$ cat config.mk
export PLATFORM = sky130hd
export DESIGN_NAME = interval_skip_counter
export DESIGN_NICKNAME = d
export VERILOG_FILES = /design/src/rtl/isc_pkg.sv /design/src/rtl/isc_tick_detect.sv /design/src/rtl/isc_slot.sv /design/src/rtl/isc_csr_decode.sv /design/src/rtl/interval_skip_counter.sv
export SDC_FILE = /design/constraint.sdc
export NUM_CORES = 1
export LEC_CHECK = 0
export BUFFER_PORTS_ARGS = -buffer_cell sky130_fd_sc_hd__buf_2
export CORE_ASPECT_RATIO = 1.2
export CORE_UTILIZATION = 40
export DETAILED_ROUTE_END_ITERATION = 6
export PLACE_DENSITY_LB_ADDON = 0.1
export SYNTH_ARGS = -nofsm -noshare
export SYNTH_HDL_FRONTEND = slang
export SYNTH_SLANG_ARGS = --single-unit
$ cat constraint.sdc
create_clock -name clk -period 3.3 [get_ports clk]
set_clock_uncertainty 0.15 [all_clocks]
set_input_delay 0.495 -clock clk [delete_from_list [all_inputs] [get_ports clk]]
set_output_delay 0.495 -clock clk [all_outputs]
set_load 0.05 [all_outputs]
$ cat src/rtl/isc_pkg.sv
package isc_pkg;

    localparam int NUM_SLOTS = 4;
    localparam int ADDR_W    = 12;
    localparam int DATA_W    = 32;

    typedef logic [ADDR_W-1:0] csr_addr_t;
    typedef logic [DATA_W-1:0] csr_data_t;

    typedef struct packed {
        logic      we;
        csr_addr_t addr;
        csr_data_t wdata;
    } csr_req_t;

    typedef enum logic [1:0] {
        SLOT_CPU0 = 2'd0,
        SLOT_CPU1 = 2'd1,
        SLOT_CPU2 = 2'd2,
        SLOT_CPU3 = 2'd3
    } slot_id_t;

    // Byte offset at which each processor's counter is decoded.
    function automatic csr_addr_t slot_offset(input slot_id_t id);
        case (id)
            SLOT_CPU0: slot_offset = 12'h380;
            SLOT_CPU1: slot_offset = 12'h3C0;
            SLOT_CPU2: slot_offset = 12'h700;
            default:   slot_offset = 12'h740;
        endcase
    endfunction

endpackage

$ cat src/rtl/isc_tick_detect.sv
module isc_tick_detect (
    input  logic clk,
    input  logic rst,
    input  logic tick_in,
    output logic tick_pulse
);
    logic meta_q;
    logic sync_q;
    logic prev_q;

    always_ff @(posedge clk) begin
        if (rst) begin
            meta_q <= 1'b0;
            sync_q <= 1'b0;
            prev_q <= 1'b0;
        end else begin
            meta_q <= tick_in;
            sync_q <= meta_q;
            prev_q <= sync_q;
        end
    end

    assign tick_pulse = sync_q & ~prev_q;

    // a tick lasts exactly one cycle, however long the line stays high
    a_r7_single_tick: assert property (@(posedge clk) disable iff (rst)
        tick_pulse |=> !tick_pulse);

endmodule

$ cat src/rtl/isc_slot.sv
module isc_slot #(
    parameter int CNT_W = 24
) (
    input  logic         clk,
    input  logic         rst,
    input  logic         tick,
    input  logic         load_en,
    input  logic [CNT_W-1:0] load_val,
    output logic [CNT_W:0]   value,
    output logic         evt
);
    localparam int VAL_W = CNT_W + 1;

    typedef struct packed {
        logic             ovf;
        logic [CNT_W-1:0] cnt;
    } slot_val_t;

    slot_val_t  cur_q;
    slot_val_t  dec_val;
    logic [VAL_W-1:0] minus_one;
    logic       evt_q;

    always_comb begin
        minus_one   = cur_q - 1'b1;
        dec_val.cnt = minus_one[CNT_W-1:0];
        dec_val.ovf = minus_one[CNT_W] | cur_q.ovf;
    end

    always_ff @(posedge clk) begin
        if (rst) begin
            cur_q <= '0;
            evt_q <= 1'b0;
        end else begin
            evt_q <= 1'b0;
            if (load_en) begin
                cur_q.cnt <= load_val;
                cur_q.ovf <= 1'b0;
            end else if (tick) begin
                cur_q <= dec_val;
                evt_q <= dec_val.ovf;
            end
        end
    end

    assign value = cur_q;
    assign evt   = evt_q;

    // overflow persists until a write
    a_r5_ovf_sticky: assert property (@(posedge clk) disable iff (rst)
        (cur_q.ovf && !load_en) |=> cur_q.ovf);
    // a write lands its count and clears the flag
    a_r3_write_loads: assert property (@(posedge clk) disable iff (rst)
        load_en |=> (value == {1'b0, $past(load_val)}));
    // a write colliding with a tick suppresses the event
    a_r8_write_wins: assert property (@(posedge clk) disable iff (rst)
        (load_en && tick) |=> !evt);
    // no event without the flag
    a_r6_evt_needs_ovf: assert property (@(posedge clk) disable iff (rst)
        evt |-> cur_q.ovf);
    // idle cycles leave the counter alone
    a_r4_hold_idle: assert property (@(posedge clk) disable iff (rst)
        (!load_en && !tick) |=> $stable(value));

endmodule

$ cat src/rtl/isc_csr_decode.sv
module isc_csr_decode
    import isc_pkg::*;
#(
    parameter int CNT_W = 24
) (
    input  csr_req_t                           req,
    input  logic [NUM_SLOTS-1:0][CNT_W:0]      slot_val,
    output logic [NUM_SLOTS-1:0]               slot_hit,
    output logic [NUM_SLOTS-1:0]               slot_wr,
    output logic [CNT_W-1:0]                   load_val,
    output csr_data_t                          rdata
);
    localparam int PAD_W = DATA_W - CNT_W - 1;

    for (genvar i = 0; i < NUM_SLOTS; i++) begin : g_hit
        assign slot_hit[i] = (req.addr == slot_offset(slot_id_t'(i)));
        assign slot_wr[i]  = req.we & slot_hit[i];
    end

    assign load_val = req.wdata[CNT_W-1:0];

    always_comb begin
        rdata = '0;
        for (int i = 0; i < NUM_SLOTS; i++) begin
            if (slot_hit[i]) begin
                rdata = {{PAD_W{1'b0}}, slot_val[i]};
            end
        end
    end

endmodule

$ cat src/rtl/interval_skip_counter.sv
module interval_skip_counter
    import isc_pkg::*;
#(
    parameter int CNT_W = 24
) (
    input  logic        clk,
    input  logic        rst,
    input  logic        tick_in,
    input  logic        csr_we,
    input  logic [11:0] csr_addr,
    input  logic [31:0] csr_wdata,
    output logic [31:0] csr_rdata,
    output logic [3:0]  timer_evt
);
    csr_req_t                      req;
    logic                          tick_pulse;
    logic [NUM_SLOTS-1:0]          slot_hit;
    logic [NUM_SLOTS-1:0]          slot_wr;
    logic [CNT_W-1:0]              load_val;
    logic [NUM_SLOTS-1:0][CNT_W:0] slot_val;
    logic [NUM_SLOTS-1:0]          slot_evt;

    assign req.we    = csr_we;
    assign req.addr  = csr_addr;
    assign req.wdata = csr_wdata;

    isc_tick_detect u_tick (
        .clk        (clk),
        .rst        (rst),
        .tick_in    (tick_in),
        .tick_pulse (tick_pulse)
    );

    isc_csr_decode #(.CNT_W(CNT_W)) u_dec (
        .req      (req),
        .slot_val (slot_val),
        .slot_hit (slot_hit),
        .slot_wr  (slot_wr),
        .load_val (load_val),
        .rdata    (csr_rdata)
    );

    for (genvar i = 0; i < NUM_SLOTS; i++) begin : g_slot
        isc_slot #(.CNT_W(CNT_W)) u_slot (
            .clk      (clk),
            .rst      (rst),
            .tick     (tick_pulse),
            .load_en  (slot_wr[i]),
            .load_val (load_val),
            .value    (slot_val[i]),
            .evt      (slot_evt[i])
        );
    end

    assign timer_evt = slot_evt;

    // at most one counter decoded per access
    a_r2_one_slot: assert property (@(posedge clk) disable iff (rst)
        $onehot0(slot_hit));
    // events only follow a tick
    a_r6_evt_after_tick: assert property (@(posedge clk) disable iff (rst)
        (timer_evt != 4'b0) |-> $past(tick_pulse));
    // quiet out of reset
    a_r1_reset_quiet: assert property (@(posedge clk)
        $past(rst) |-> (timer_evt == 4'b0));

endmodule

==> run summary <==
Placed design
- 6970 µm² — Placement Cell Area
- 68 — number of input and output port buffers inserted
- 14,000 µm — half-perimeter wire length of the detailed placement result
- 0.868 — RePlAce Congestion

Floorplan
- 84 — # IOs
- 16,700 µm² — area of the die
- 118 µm — Die W
- 50 — number of standard-cell rows in the floorplan
- 0.413 — starting density of the core
- 15,700 µm² — area of the core region
- 141 µm — vertical extent of the die

Synthesis
- 0.330 — sequential fraction of the synthesis area
- dfxtp_1 — Synth Flop Type
- 49 — Synth cell types
- 0 — count of flip-flops with a built-in enable after synthesis
- 0 — total of warnings raised by yosys
- 6480 µm² — mapped cell area
- 107 — flip-flop and latch count after synthesis
- 8.11 µm² — synthesized area divided by synthesized cell count
- 0 — fraction of registers with async set/reset
- 799 — number of instances in the synthesized netlist

CTS
- 2 — clock buffer depth
- 9 — number of clock buffers inserted by TritonCTS
- 0.36 ns — Clock Latency Late Sink
- 0 — hold_buf cts
- clkbuf_16 — Root Driver
- 0 — Post-CTS Setup Inserts
- yes — clock tree from TritonCTS
- 3 — number of levels the H-tree was split into
- 0 — number of instances resized during post-cts repair
- 107 — clock tree sinks
- 0.07 ns — Clk pin slew, worst setup/hold paths

Critical path
- 5 — count of cells along the worst register-to-register path
- csr_rdata[11] — critical path endpoint
- 2.38 ns — Worst EP arrival
- buf_2 -> nor4_1 -> and3_1 -> buf_4 -> nand2_1 -> o221ai_1 -> o21a_1 -> buf_2 — cell chain of the critical path
- 2.65 ns — WP data required
- u_tick.sync_q$_SDFF_PP0_ — R2R Path Start
- output pin — sort of element at the end of the critical path
- csr_addr[3] — crit path from
- input port to output pin — critical path class
- nor4_1 — cell type of the slowest stage on the worst timing path
- 0.33 ns — maximum cell stage delay along the critical path
- buf_2 — Top cell by count, worst path
- input port — Worst setup SP type
- 0.60 ns — FF-to-FF setup slack
- g_slot[0].u_slot.value[23]$_SDFFE_PP0P_ — reg-to-reg endpoint
- 24 — crit-path max FO

GRT
- 108 — largest net degree at the start of global routing
- 0.242 — global router's overall resource usage
- 5,588 — vias in the first global route
- 0 — total congestion overflow after global routing
- 0 — initial antenna violation count
- 31,200 µm — wire length of the first global-routing pass

STA
- 0.828 ns — Worst Tran Pin Value
- 0 — number of pins with negative max-slew slack in the final report
- 0 — number of failing setup endpoints in the final timing report
- 0 ns — final setup TNS
- no — RSZ-0062 raised after global routing
- 0 — final hold violation count
- 0.448 — relative slew slack
- 3.02 ns — crit path time final
- 331 MHz — highest clock rate
- 0.916 — final clock period utilization by the worst path

Cells and area
- 1,573 — Filler cells
- 883 — Net count, final
- 0.153 — fraction of final layout cells with drive strength greater than 1
- 7270 µm² — post-route design area
- 0 — Antenna Diode Count
- 133 x nor2_1, 107 x dfxtp_1, 86 x a211oi_1 — commonest cells after routing, fill and taps aside
- nor2_1 — most frequent standard cell in the layout excluding fill and tap cells
- 12.2% — area overhead of the layout relative to synthesis

Outcome
- completed — status

Drt
- 6,102 — total vias in the final route
- 20,000 µm — Routed Wire Length
- 0 — post-detailed-route count of antenna-violating nets
- 5 — DR pass1 iterations
- 652 — drt first-iter violations
- 0 — number of remaining DRC errors
- 5.84 — detail-routed via count per cell
- 19.1 µm — average detailed-routed wire length per instance

Power and ir drop
- 2.61 nW — leakage component of the power
- 0.206 — Comb pwr share
- 0.452 — Seq pwr share
- 0.317 — switching portion of total power
- 0.262 mV — Max IR drop VDD
- 2.24 mW — internal power of the cells
- 1.04 mW — switching power
- 0.342 — clock group share of total power
- 451 nW/µm² — power density over the cells

Run
- 0 — max capacitance violation total

Min path
- input port to register — class of the most critical hold timing path

## power by group through the flow
stage | Clock, mW | Sequential (mW) | Combinational, mW
finish | 1.12 | 1.48 | 0.676
global route | 1.20 | 1.50 | 0.733
CTS | 1.15 | 1.48 | 0.673
detailed placement | 0 | 1.51 | 0.668
global placement | 0 | 1.51 | 0.661
floorplan | 0 | 1.48 | 0.491
## layer usage
layer / wire length, µm / up-vias / global-route usage
met5: 0 / - / 0
met2: 9170 / 181 / 0.387
met1: 9270 / 2916 / 0.335
met4: 323 / 0 / 0.0695
met3: 1190 / 24 / 0.0378
li1: - / 2981 / -
## how the worst min path moves through the flow
stage / startpoint / endpoint / cells past startpoint
after detailed placement: u_tick.meta_q$_SDFF_PP0_ / u_tick.sync_q$_SDFF_PP0_ / 1
after global placement: u_tick.meta_q$_SDFF_PP0_ / u_tick.sync_q$_SDFF_PP0_ / 1
after floorplan: u_tick.meta_q$_SDFF_PP0_ / u_tick.sync_q$_SDFF_PP0_ / 1
after CTS: tick_in / u_tick.meta_q$_SDFF_PP0_ / 2
after global routing: tick_in / u_tick.meta_q$_SDFF_PP0_ / 2
final: tick_in / u_tick.meta_q$_SDFF_PP0_ / 2
## kinds of logic after synthesis
group / after synthesis / share of synthesized area
fa+ha+maj: 4 / 0.00772
mux: 1 / 0.00154
simple gates: 336 / 0.274
compound gates: 179 / 0.211
buf+inv: 83 / 0.0564
xor+xnor: 88 / 0.119
flops: 107 / 0.330
other cells: 1 / 0.000578
## cell usage after synthesis (all sizes together) (2+ instances only)
| master | count | area, µm² |
|---|---|---|
| or3 | 8 | 50.1 |
| nor4 | 31 | 267 |
| nor2b | 8 | 50.1 |
| nand3b | 2 | 15.0 |
| o21ai | 2 | 10.0 |
| and3b | 3 | 26.3 |
| nor4b | 4 | 35.0 |
| xnor2 | 55 | 482 |
| nand4b | 5 | 43.8 |
| a21oi | 7 | 35.0 |
| clkbuf | 57 | 214 |
| a311oi | 3 | 26.3 |
| nor3b | 3 | 22.5 |
| a22oi | 25 | 188 |
| or3b | 2 | 17.5 |
| o211ai | 3 | 22.5 |
| buf | 16 | 114 |
| nand2b | 5 | 31.3 |
| or4b | 4 | 43.8 |
| nor2 | 133 | 499 |
| a211oi | 88 | 671 |
| nand3 | 8 | 40.0 |
| or2 | 2 | 12.5 |
| or4 | 13 | 105 |
| nand2 | 53 | 199 |
| o221ai | 25 | 219 |
| nor3 | 34 | 200 |
| inv | 10 | 37.5 |
| xor2 | 33 | 289 |
| ha | 4 | 50.1 |
| nand4 | 15 | 93.8 |
| dfxtp | 107 | 2140 |
| o21a | 25 | 188 |
## through the flow
step | cells | hold slack (ns) | power, mW | utilization | setup slack (ns)
after floorplan | 805 | 0.264 | 1.97 | - | 0.366
after global placement | 1028 | 0.279 | 2.17 | 0.444 | 0.358
after detailed placement | 1028 | 0.289 | 2.18 | 0.444 | 0.329
after CTS | 1044 | 0.190 | 3.30 | 0.463 | 0.322
after global routing | 1044 | 0.225 | 3.43 | 0.463 | 0.141
final | 1044 | 0.193 | 3.28 | 0.463 | 0.276
## state kept, by name (all words and copies together) (netlist names)
name and count:
g_slot.u_slot.value 100, u_tick.sync_q 1, u_tick.meta_q 1, g_slot.u_slot.evt 4, u_tick.prev_q 1
## critical path, delay by kind of cell
family	cells	cell delay (ns)
AND/OR/NAND/NOR	3	0.73
buffers and inverters	3	0.68
AO/OA/AOI/OAI	2	0.46
## cell type report
class	count	area, µm²	share of cell area
well taps	208	260	0.0358
clock inverters	7	73.8	0.0101
multi-input cells	615	4000	0.550
inverters	10	37.5	0.00516
repair buffers	88	531	0.0729
clock buffers	9	225	0.0310
flip-flops and latches	107	2140	0.295
(Power assumes the default switching activity.)
